File: src/rtl/dcc_pkg.sv
package dcc_pkg;
  typedef enum logic [2:0] {
    ADDR_COUNT = 3'd0,
    ADDR_CMPA  = 3'd1,
    ADDR_CMPB  = 3'd2,
    ADDR_LDA   = 3'd3,
    ADDR_LDB   = 3'd4,
    ADDR_CTRL  = 3'd5
  } reg_addr_e;

  // upper two bits of a load code
  typedef enum logic [1:0] {
    KIND_NONE  = 2'b00,
    KIND_FROMA = 2'b01,
    KIND_FROMB = 2'b10,
    KIND_COUNT = 2'b11
  } ld_kind_e;

  typedef struct packed {
    logic [1:0] mode;   // [7:6]
    logic [2:0] code_b; // [5:3]
    logic [2:0] code_a; // [2:0]
  } ctrl_t;

  localparam int CTRL_W = $bits(ctrl_t);
endpackage

File: src/rtl/dcc_counter.sv
module dcc_counter #(
  parameter int WIDTH = 16
) (
  input  logic             clk,
  input  logic             rst_n,
  input  logic             en,
  input  logic             up,
  input  logic             wr,
  input  logic [WIDTH-1:0] wr_val,
  input  logic             ld,
  input  logic [WIDTH-1:0] ld_val,
  output logic [WIDTH-1:0] value
);
  always_ff @(posedge clk or negedge rst_n) begin
    if (!rst_n)   value <= '0;
    else if (wr)  value <= wr_val;
    else if (ld)  value <= ld_val;
    else if (en)  value <= up ? value + WIDTH'(1) : value - WIDTH'(1);
  end
endmodule

File: src/rtl/dcc_cmp_unit.sv
module dcc_cmp_unit #(
  parameter int WIDTH = 16
) (
  input  logic             clk,
  input  logic             rst_n,
  input  logic             en,
  input  logic             up,
  input  logic             on_down,
  input  logic [WIDTH-1:0] count,
  input  logic             wr,
  input  logic             ld,
  input  logic [WIDTH-1:0] new_val,
  output logic [WIDTH-1:0] cmp_val,
  output logic             match
);
  logic armed;
  assign armed = en && (up != on_down);

  always_ff @(posedge clk or negedge rst_n) begin
    if (!rst_n) begin
      cmp_val <= '0;
      match   <= 1'b0;
    end else begin
      match <= armed && (count == cmp_val);
      if (wr || ld) cmp_val <= new_val;
    end
  end
endmodule

File: src/rtl/dcc_load_dec.sv
module dcc_load_dec #(
  parameter int WIDTH = 16
) (
  input  logic [2:0]       code,
  input  logic             hit_a,
  input  logic             hit_b,
  input  logic [WIDTH-1:0] src_a,
  input  logic [WIDTH-1:0] src_b,
  input  logic [WIDTH-1:0] ctr_src,
  output logic             cmp_ld,
  output logic             ctr_ld,
  output logic [WIDTH-1:0] cmp_src,
  output logic [WIDTH-1:0] ctr_val
);
  import dcc_pkg::*;
  ld_kind_e kind;
  logic     fire;

  assign kind    = ld_kind_e'(code[2:1]);
  assign fire    = code[0] ? hit_b : hit_a;
  assign ctr_val = ctr_src;

  always_comb begin
    cmp_ld  = 1'b0;
    ctr_ld  = 1'b0;
    cmp_src = src_a;
    unique case (kind)
      KIND_FROMA: cmp_ld = fire;
      KIND_FROMB: begin
        cmp_ld  = fire;
        cmp_src = src_b;
      end
      KIND_COUNT: ctr_ld = fire;
      default: ;
    endcase
  end
endmodule

File: src/rtl/dual_cmp_counter.sv
module dual_cmp_counter #(
  parameter int WIDTH = 16
) (
  input  logic             clk,
  input  logic             rst_n,
  input  logic             cnt_en,
  input  logic             cnt_up,
  input  logic             wr_en,
  input  logic [2:0]       wr_addr,
  input  logic [WIDTH-1:0] wr_data,
  output logic             match_a,
  output logic             match_b,
  output logic [WIDTH-1:0] count
);
  import dcc_pkg::*;
  localparam int NCMP = 2;

  ctrl_t            ctrl;
  logic [WIDTH-1:0] load_a, load_b;
  logic [WIDTH-1:0] cmp_val [NCMP];
  logic [NCMP-1:0]  hit;
  logic [NCMP-1:0]  cmp_ld, ctr_ld, cmp_wr;
  logic [WIDTH-1:0] cmp_src [NCMP];
  logic [WIDTH-1:0] ctr_val [NCMP];
  logic [WIDTH-1:0] ctr_next;
  logic             ctr_wr;

  always_ff @(posedge clk or negedge rst_n) begin
    if (!rst_n) begin
      ctrl   <= '0;
      load_a <= '0;
      load_b <= '0;
    end else if (wr_en) begin
      unique case (reg_addr_e'(wr_addr))
        ADDR_LDA:  load_a <= wr_data;
        ADDR_LDB:  load_b <= wr_data;
        ADDR_CTRL: ctrl   <= ctrl_t'(wr_data[CTRL_W-1:0]);
        default: ;
      endcase
    end
  end

  assign ctr_wr = wr_en && (reg_addr_e'(wr_addr) == ADDR_COUNT);

  for (genvar i = 0; i < NCMP; i++) begin : g_ch
    logic [2:0] code;
    logic [WIDTH-1:0] nv;
    assign code      = (i == 0) ? ctrl.code_a : ctrl.code_b;
    assign cmp_wr[i] = wr_en && (wr_addr == 3'(i + 1));
    assign nv        = cmp_wr[i] ? wr_data : cmp_src[i];

    dcc_load_dec #(.WIDTH(WIDTH)) u_dec (
      .code    (code),
      .hit_a   (hit[0]),
      .hit_b   (hit[1]),
      .src_a   (load_a),
      .src_b   (load_b),
      .ctr_src ((i == 0) ? load_a : load_b),
      .cmp_ld  (cmp_ld[i]),
      .ctr_ld  (ctr_ld[i]),
      .cmp_src (cmp_src[i]),
      .ctr_val (ctr_val[i])
    );

    dcc_cmp_unit #(.WIDTH(WIDTH)) u_cmp (
      .clk     (clk),
      .rst_n   (rst_n),
      .en      (cnt_en),
      .up      (cnt_up),
      .on_down (ctrl.mode[i]),
      .count   (count),
      .wr      (cmp_wr[i]),
      .ld      (cmp_ld[i]),
      .new_val (nv),
      .cmp_val (cmp_val[i]),
      .match   (hit[i])
    );
  end

  // control A has priority for counter loads
  assign ctr_next = ctr_ld[0] ? ctr_val[0] : ctr_val[1];

  dcc_counter #(.WIDTH(WIDTH)) u_ctr (
    .clk    (clk),
    .rst_n  (rst_n),
    .en     (cnt_en),
    .up     (cnt_up),
    .wr     (ctr_wr),
    .wr_val (wr_data),
    .ld     (|ctr_ld),
    .ld_val (ctr_next),
    .value  (count)
  );

  assign match_a = hit[0];
  assign match_b = hit[1];
endmodule

File: config.mk
export PLATFORM = sky130hd
export DESIGN_NAME = dual_cmp_counter
export DESIGN_NICKNAME = d
export VERILOG_FILES = /design/src/rtl/dcc_pkg.sv /design/src/rtl/dcc_counter.sv /design/src/rtl/dcc_cmp_unit.sv /design/src/rtl/dcc_load_dec.sv /design/src/rtl/dual_cmp_counter.sv
export SDC_FILE = /design/constraint.sdc
export NUM_CORES = 1
export LEC_CHECK = 0
export ABC_CLOCK_PERIOD_IN_PS = 5500
export CORE_ASPECT_RATIO = 0.7
export CORE_MARGIN = 2
export CORE_UTILIZATION = 25
export CTS_BUF_LIST = sky130_fd_sc_hd__clkbuf_8 sky130_fd_sc_hd__clkbuf_16
export DETAILED_ROUTE_END_ITERATION = 7
export DONT_BUFFER_PORTS = 1
export PLACE_DENSITY = 0.41
export RECOVER_POWER = 100
export SLEW_MARGIN = 20
export SYNTH_ARGS = -nofsm -noshare
export SYNTH_HDL_FRONTEND = slang
export SYNTH_SLANG_ARGS = --single-unit
export TNS_END_PERCENT = 1
File: constraint.sdc
create_clock -name clk -period 5.5 [get_ports clk]
set_input_delay 0.55 -clock clk [delete_from_list [all_inputs] [get_ports clk]]
set_output_delay 0.55 -clock clk [all_outputs]
set_load 0.02 [all_outputs]
==> flow_summary.json, run 1 <==
{
  "crit_path_top_delay_cell": "clkbuf_1",
  "p_leak_nw": 2.50,
  "ios": 42,
  "fmax_ghz": 0.327,
  "post_drt_wl_per_cell_um": 20.2,
  "post-place-ws_ps": 2630,
  "layout.cells.non_filler": 845,
  "clk_pin_slew_ps": 70,
  "tns_ps": 0,
  "die-area_um2": 23400,
  "ys_seq_elements": 90,
  "postLayoutCoreUtil_pct": 28.2,
  "clockRootBuffer": "clkbuf_16",
  "routed_wl_um": 17100,
  "dpl.hpwl_um": 12100,
  "clockBufferDepth": 2,
  "setup_viol": 0,
  "crit_chain": "mux2i_1 -> nand2b_1 -> clkbuf_1 -> mux2i_1 -> a2bb2oi_1 -> a21boi_0 -> a2bb2oi_1",
  "drive_gt1_share_pct": 13.3,
  "synth_top_area_share_pct": 40.6,
  "async_reset_ff_share_pct": 100,
  "synth.area.top_cells": "dfrtp_1 (41%), mux2_2 (9.1%), mux2i_1 (8.3%)",
  "r2r_start": "g_ch[1].u_cmp.match",
  "peakVddDrop_mv": 0.165,
  "slew_viol_final": 33,
  "switching_share_pct": 40.7,
  "grt_max_degree": 91,
  "hold_class": "input port to asynchronous set/reset pin",
  "ant_nets": 0,
  "drt_pass1_iterations": 5,
  "ys_warn_count": 0,
  "overflow": 0,
  "synthTopCellsByCount": "dfrtp_1 (90), nand2_1 (81), o21ai_0 (79)",
  "drc": 0,
  "p_int_mw": 1.69,
  "numCtsBuffers": 9,
  "arrival_ps": 3270,
  "slew_headroom_pct": -2.66,
  "insertion_delay_ps": 350,
  "cts_tree": "yes",
  "syn_area_per_cell_um2": 9.72,
  "critPathLaunch": "g_ch[1].u_cmp.match",
  "critPathMaxStageDelay_ps": 1040,
  "post_cts_resized": 0,
  "track_usage_pct": 15.1,
  "worstPathRequired_ps": 5710,
  "dp_cells": 828,
  "worst_clock_skew_ps": 10.5,
  "fp.dieW_um": 182,
  "viasPerCell": 5.06,
  "place.port_buffers": 0,
  "r2r_cells": 7,
  "power_density_nw_per_um2": 465,
  "run_status": "finished with violations",
  "pwr-share-clk_pct": 21.5,
  "cts.sinks": 90,
  "grt_pass1_vias": 4302,
  "syn2layout_area_growth_pct": 10.6,
  "grt_first_pass_wirelength_um": 26700,
  "vias": 4275,
  "ys.flop_type": "dfrtp_1",
  "finalCritPeriodShare_pct": 55.6,
  "p_switching_mw": 1.16,
  "comb_power_share_pct": 37.3,
  "place_congestion": 0.835,
  "synth_nets": 614,
  "syn_area_um2": 5550,
  "drtIter0Drc": 250,
  "place_area_um2": 5830,
  "start_util_pct": 25.5,
  "antenna_found_initial": 0,
  "design_area_um2": 6130,
  "reg2reg_slack_ps": 2440,
  "holdWs_ps": 111,
  "worst_setup_path_end_kind": "flip-flop",
  "violations": "capacitance limit, slew limit",
  "rsz0062_at_grt": "no",
  "fin_ws_ps": 2440,
  "ys_seq_area_share_pct": 40.6,
  "rows": 45,
  "share_seq_of_total_power_pct": 41.2,
  "core_um2": 21700,
  "synth_cells": 571,
  "critPathLaunchType": "flip-flop",
  "synth_most_common_cell": "dfrtp_1",
  "synth_enable_flop_cells": 0,
  "finalHoldViolCount": 0,
  "crit_type": "flip-flop to flip-flop",
  "min_period_ps": 3060,
  "critPathMaxFanout": 16,
  "finalPower_mw": 2.85,
  "synth_cell_type_count": 48,
  "antennaDiodeCount": 0,
  "fillers": 2296,
  "r2r-end": "u_ctr.value[15]",
  "tightest_slew_ps": 1540,
  "die_h_um": 129,
  "synth_largest_area_cell": "dfrtp_1",
  "nets": 601,
  "cap_viol_max_count": 1,
  "htree_levels": 3
}
worst max path at each step:
stage	cells after the start	slack (ps)	to
after floorplan	9	2650	u_ctr.value[15]
after global placement	8	2660	u_ctr.value[15]
after detailed placement	8	2630	u_ctr.value[15]
after CTS	8	2670	u_ctr.value[14]
after global routing	7	2300	u_ctr.value[15]
final	7	2440	u_ctr.value[15]
placed cells by master (no fill, tap or decap), types with 3 or more instances in the layout:
| cell | n |
|---|---|
| dfrtp_1 | 90 |
| nand2_1 | 81 |
| o21ai_0 | 81 |
| mux2i_1 | 46 |
| mux2_2 | 45 |
| xor2_1 | 29 |
| ha_1 | 18 |
| xnor2_1 | 16 |
| a21oi_1 | 16 |
| inv_1 | 11 |
| nor4_1 | 9 |
| o22ai_1 | 9 |
| clkbuf_16 | 9 |
| nor2_1 | 8 |
| o22a_1 | 7 |
| a31oi_1 | 7 |
| a21o_1 | 6 |
| a211oi_1 | 5 |
| nand3_1 | 4 |
| nor2b_1 | 4 |
| and2_1 | 4 |
| buf_4 | 4 |
| nand4_1 | 3 |
| nor2_2 | 3 |
| and3_1 | 3 |
| o211ai_1 | 3 |
| o21a_1 | 3 |
| o211a_1 | 3 |
| a31o_2 | 3 |
| a21boi_0 | 3 |
| o31a_1 | 3 |
| clkbuf_1 | 3 |
final cells by class:
type / instances / area (um^2) / area share [%]
well taps: 282 / 353 / 5.75
clock inverters: 7 / 62.6 / 1.02
clock buffers: 9 / 225 / 3.67
multi-input cells: 439 / 3140 / 51.1
inverters: 10 / 37.5 / 0.612
repair buffers: 8 / 68.8 / 1.12
flip-flops and latches: 90 / 2250 / 36.7
logic make-up (layout without fill, tap and decap cells):
kind of cell | after synthesis | after routing | synth area share (%)
AOI/OAI and AO/OA | 157 | 157 | 17.2
xor gates and xnor gates | 45 | 45 | 7.10
adders and majority gates | 19 | 19 | 4.42
buffers and inverters | 42 | 34 | 3.07
DFF | 90 | 90 | 40.6
muxes | 91 | 91 | 17.4
and+or+nand+nor | 127 | 127 | 10.2
registers in the layout (all words and copies together), names as in the netlist:
signal,count
ctrl,2
load_a,16
u_ctr.value,16
g_ch.u_cmp.cmp_val,32
g_ch.code,6
load_b,16
g_ch.u_cmp.match,2
power by group through the flow:
stage                     combinational (mW)  sequential [mW]  clock [mW]
after global routing                    1.18             1.21       0.658
after floorplan                        0.830             1.07           0
after global placement                  1.02             1.19           0
final                                   1.06             1.17       0.612
after CTS                               1.06             1.18       0.629
after detailed placement                1.04             1.20           0
worst max-delay path, delay by kind of cell (launching register included):
kind                   cells  cell delay (ps)
AND/OR/NAND/NOR            1              150
buffers and inverters      1             1040
AO/OA/AOI/OAI              3              640
multiplexers               2              600
flip-flops                 1              480
metal layers:
metal / wire length [um] / track usage (%) / vias up
met1: 8460 / 21.2 / 2137
met5: 0 / 0 / -
met4: 132 / 2.85 / 0
li1: - / - / 2017
met2: 7450 / 23.8 / 106
met3: 1040 / 3.57 / 15
timing repair:
item                      4_1_cts  5_1_grt
buffers inserted                0        0
hold endpoints to repair       90        0
hold buffers                    1        0
No activity file was read; power rests on OpenSTA's default activity.
==> run 2, diff against run 1 <==
Settings changed: ABC_AREA from default to 1, ABC_CLOCK_PERIOD_IN_PS 5500 to 3100.
Clock period 5.5 ns to 3.1 ns, I/O delays scaled along.
==> run 2 against run 1 <==
Effect of this change:
- the run now ends clean
- critical path type unchanged
- synthesized cell count rose by 47%
- sequential power rose by 72%
- synthesized area rose by 6.7%
- clock skew rose by 2.6 ps
- clock power rose by 90%
- sequential share of layout area fell by 2.3 points
- largest cell class unchanged
==> flow_summary.json, run 2 <==
{
  "run_status": "completed",
  "clk_pin_slew_ps": 80,
  "dpl.hpwl_um": 16200,
  "synth_largest_area_cell": "dfrtp_1",
  "p_int_mw": 2.88,
  "post_cts_resized": 0,
  "mostFrequentLayoutCell": "nand2_1",
  "critPathMaxStageDelay_ps": 530,
  "arrival_ps": 2730,
  "largest_reg_flops": 32,
  "final_cell_mix": "nand2_1 (224), inv_1 (112), o21ai_0 (112)",
  "synth_enable_flop_cells": 0,
  "rsz0062_at_grt": "no",
  "start_util_pct": 25.2,
  "grt_max_degree": 91,
  "p_leak_nw": 3.09,
  "finalHoldViolCount": 0,
  "synth_nets": 885,
  "crit_type": "flip-flop to flip-flop",
  "grt_first_pass_wirelength_um": 33000,
  "switching_share_pct": 44.8,
  "core_um2": 23500,
  "clockBufferDepth": 2,
  "ios": 42,
  "worst_clock_skew_ps": 13.1,
  "place_congestion": 0.799,
  "vias": 5472,
  "worstPathRequired_ps": 3350,
  "rows": 47,
  "cts_tree": "yes",
  "pwr-share-clk_pct": 22.1,
  "p_switching_mw": 2.34,
  "ys_seq_elements": 90,
  "synth_most_common_cell": "nand2_1",
  "post_drt_wl_per_cell_um": 18.6,
  "setup_viol": 0,
  "power_density_nw_per_um2": 798,
  "share_seq_of_total_power_pct": 38.4,
  "synth.area.top_cells": "dfrtp_1 (38%), nand2_1 (14%), o21ai_0 (7.7%)",
  "drc": 0,
  "antenna_found_initial": 0,
  "drt_pass1_iterations": 5,
  "synth_cells": 842,
  "slew_viol_final": 0,
  "numCtsBuffers": 9,
  "hold_class": "input port to flip-flop",
  "crit_path_top_delay_cell": "ha_1",
  "grt_pass1_vias": 5073,
  "antennaDiodeCount": 0,
  "syn_area_per_cell_um2": 7.03,
  "fmax_ghz": 0.403,
  "ys.flop_type": "dfrtp_1",
  "async_reset_ff_share_pct": 100,
  "tns_ps": 0,
  "htree_levels": 3,
  "crit_top_cell": "nand2_1",
  "synthTopCellsByCount": "nand2_1 (222), inv_1 (109), o21ai_0 (91)",
  "insertion_delay_ps": 360,
  "fp.dieW_um": 188,
  "viasPerCell": 4.73,
  "critPathLaunchType": "flip-flop",
  "post-place-ws_ps": 808,
  "cap_viol_max_count": 0,
  "worst_setup_path_end_kind": "flip-flop",
  "peakVddDrop_mv": 0.285,
  "drive_gt1_share_pct": 5.24,
  "dp_cells": 1140,
  "comb_power_share_pct": 39.4,
  "synth_top_area_share_pct": 38.1,
  "die-area_um2": 24900,
  "nets": 878,
  "clockRootBuffer": "clkbuf_16",
  "regMostFlops": "g_ch.u_cmp.cmp_val",
  "ys_warn_count": 0,
  "postCtsSetupBuffers": 0,
  "fin_ws_ps": 617,
  "ant_nets": 0,
  "cts.sinks": 90,
  "critPathMaxFanout": 28,
  "slew_headroom_pct": 6.20,
  "layout.cells.non_filler": 1158,
  "die_h_um": 133,
  "syn_area_um2": 5920,
  "syn2layout_area_growth_pct": 10.7,
  "place.port_buffers": 0,
  "finalCritPeriodShare_pct": 80.1,
  "tightest_slew_ps": 1410,
  "overflow": 0,
  "crit_chain": "ha_1 -> nand2_2 -> nand2_1 -> clkinv_1 -> nand2_1 -> clkbuf_2 -> o21ai_0 -> nor2_1 -> a21oi_1",
  "hold_buffers": 2,
  "track_usage_pct": 17.8,
  "ys_seq_area_share_pct": 38.1,
  "routed_wl_um": 21500,
  "finalPower_mw": 5.22,
  "synth_cell_type_count": 37,
  "min_period_ps": 2480,
  "drtIter0Drc": 526
}
==> run 2: cell count changes in the layout (fill, tap and decap cells not counted), moves of 16 or more <==
cell	before	now
mux2_2	45	0
xor2_1	29	13
mux2i_1	46	0
nand3_1	4	47
nand2_1	81	224
inv_1	11	112
o21ai_0	81	112
nor2_1	8	71
==> run 2: path summary, 6_finish.rpt <==
check                                      from                         to  slack (ps)  cells after the start
max in group asynchronous                 rst_n   g_ch[0].u_cmp.cmp_val[0]        2100                      2
min in group asynchronous                 rst_n                  load_a[1]         590                      2
worst max register to register  g_ch[0].code[2]             u_ctr.value[8]         620                      9
worst min-delay path                wr_data[14]  g_ch[0].u_cmp.cmp_val[14]         120                      2
worst max-delay path            g_ch[0].code[2]             u_ctr.value[8]         620                      9
worst min register to register        load_a[5]                  load_a[5]         490                      2
==> run 2: logic make-up after synthesis <==
family,count (synthesis),share of synthesized area [%]
compound gates,198,18.9
flops,90,38.1
fa+ha+maj,19,4.14
buf+inv,150,10.3
simple gates,368,26.1
xor+xnor,17,2.52
==> run 2: power groups by stage <==
stage | combinational (mW) | sequential (mW) | clock [mW]
after floorplan | 1.52 | 1.87 | 0
after global placement | 2.04 | 2.04 | 0
after detailed placement | 2.03 | 2.04 | 0
after CTS | 2.07 | 2.02 | 1.20
after global routing | 2.39 | 2.07 | 1.24
final | 2.06 | 2.01 | 1.16
==> run 2: layer usage <==
layer  up-vias  share of wire, %  track usage (%)  routed length (um)
met3        15               6.8             4.93                1470
li1       2734                 -                -                   -
met1      2585                53             27.6               11400
met4         0              0.95             3.37                 205
met5         -                 0                0                   0
met2       138                39             24.0                8480
==> run 2: through the flow <==
stage               util (%)  cell area [um^2]  hold slack (ps)
floorplan                  -              5920             14.4
global placement        26.6              6240             17.3
detailed placement      26.6              6240             17.7
CTS                     28.1              6590              108
global route            27.9              6550              115
finish                  27.9              6550              118
==> run 2: cell type report <==
class | instances | area [um^2]
repair buffers | 15 | 115
inverters | 117 | 439
well taps | 318 | 398
clock buffers | 10 | 239
fillers | 2614 | 16900
multi-input cells | 602 | 3040
clock inverters | 6 | 65.1
flip-flops and latches | 90 | 2250
==> run 2: critical path, delay by kind of cell (launching register included) <==
family	cells	cell delay, ps
AO/OA/AOI/OAI	2	260
adder cells (fa/ha/maj)	1	530
buffers and inverters	2	590
flip-flops	1	380
AND/OR/NAND/NOR	4	600
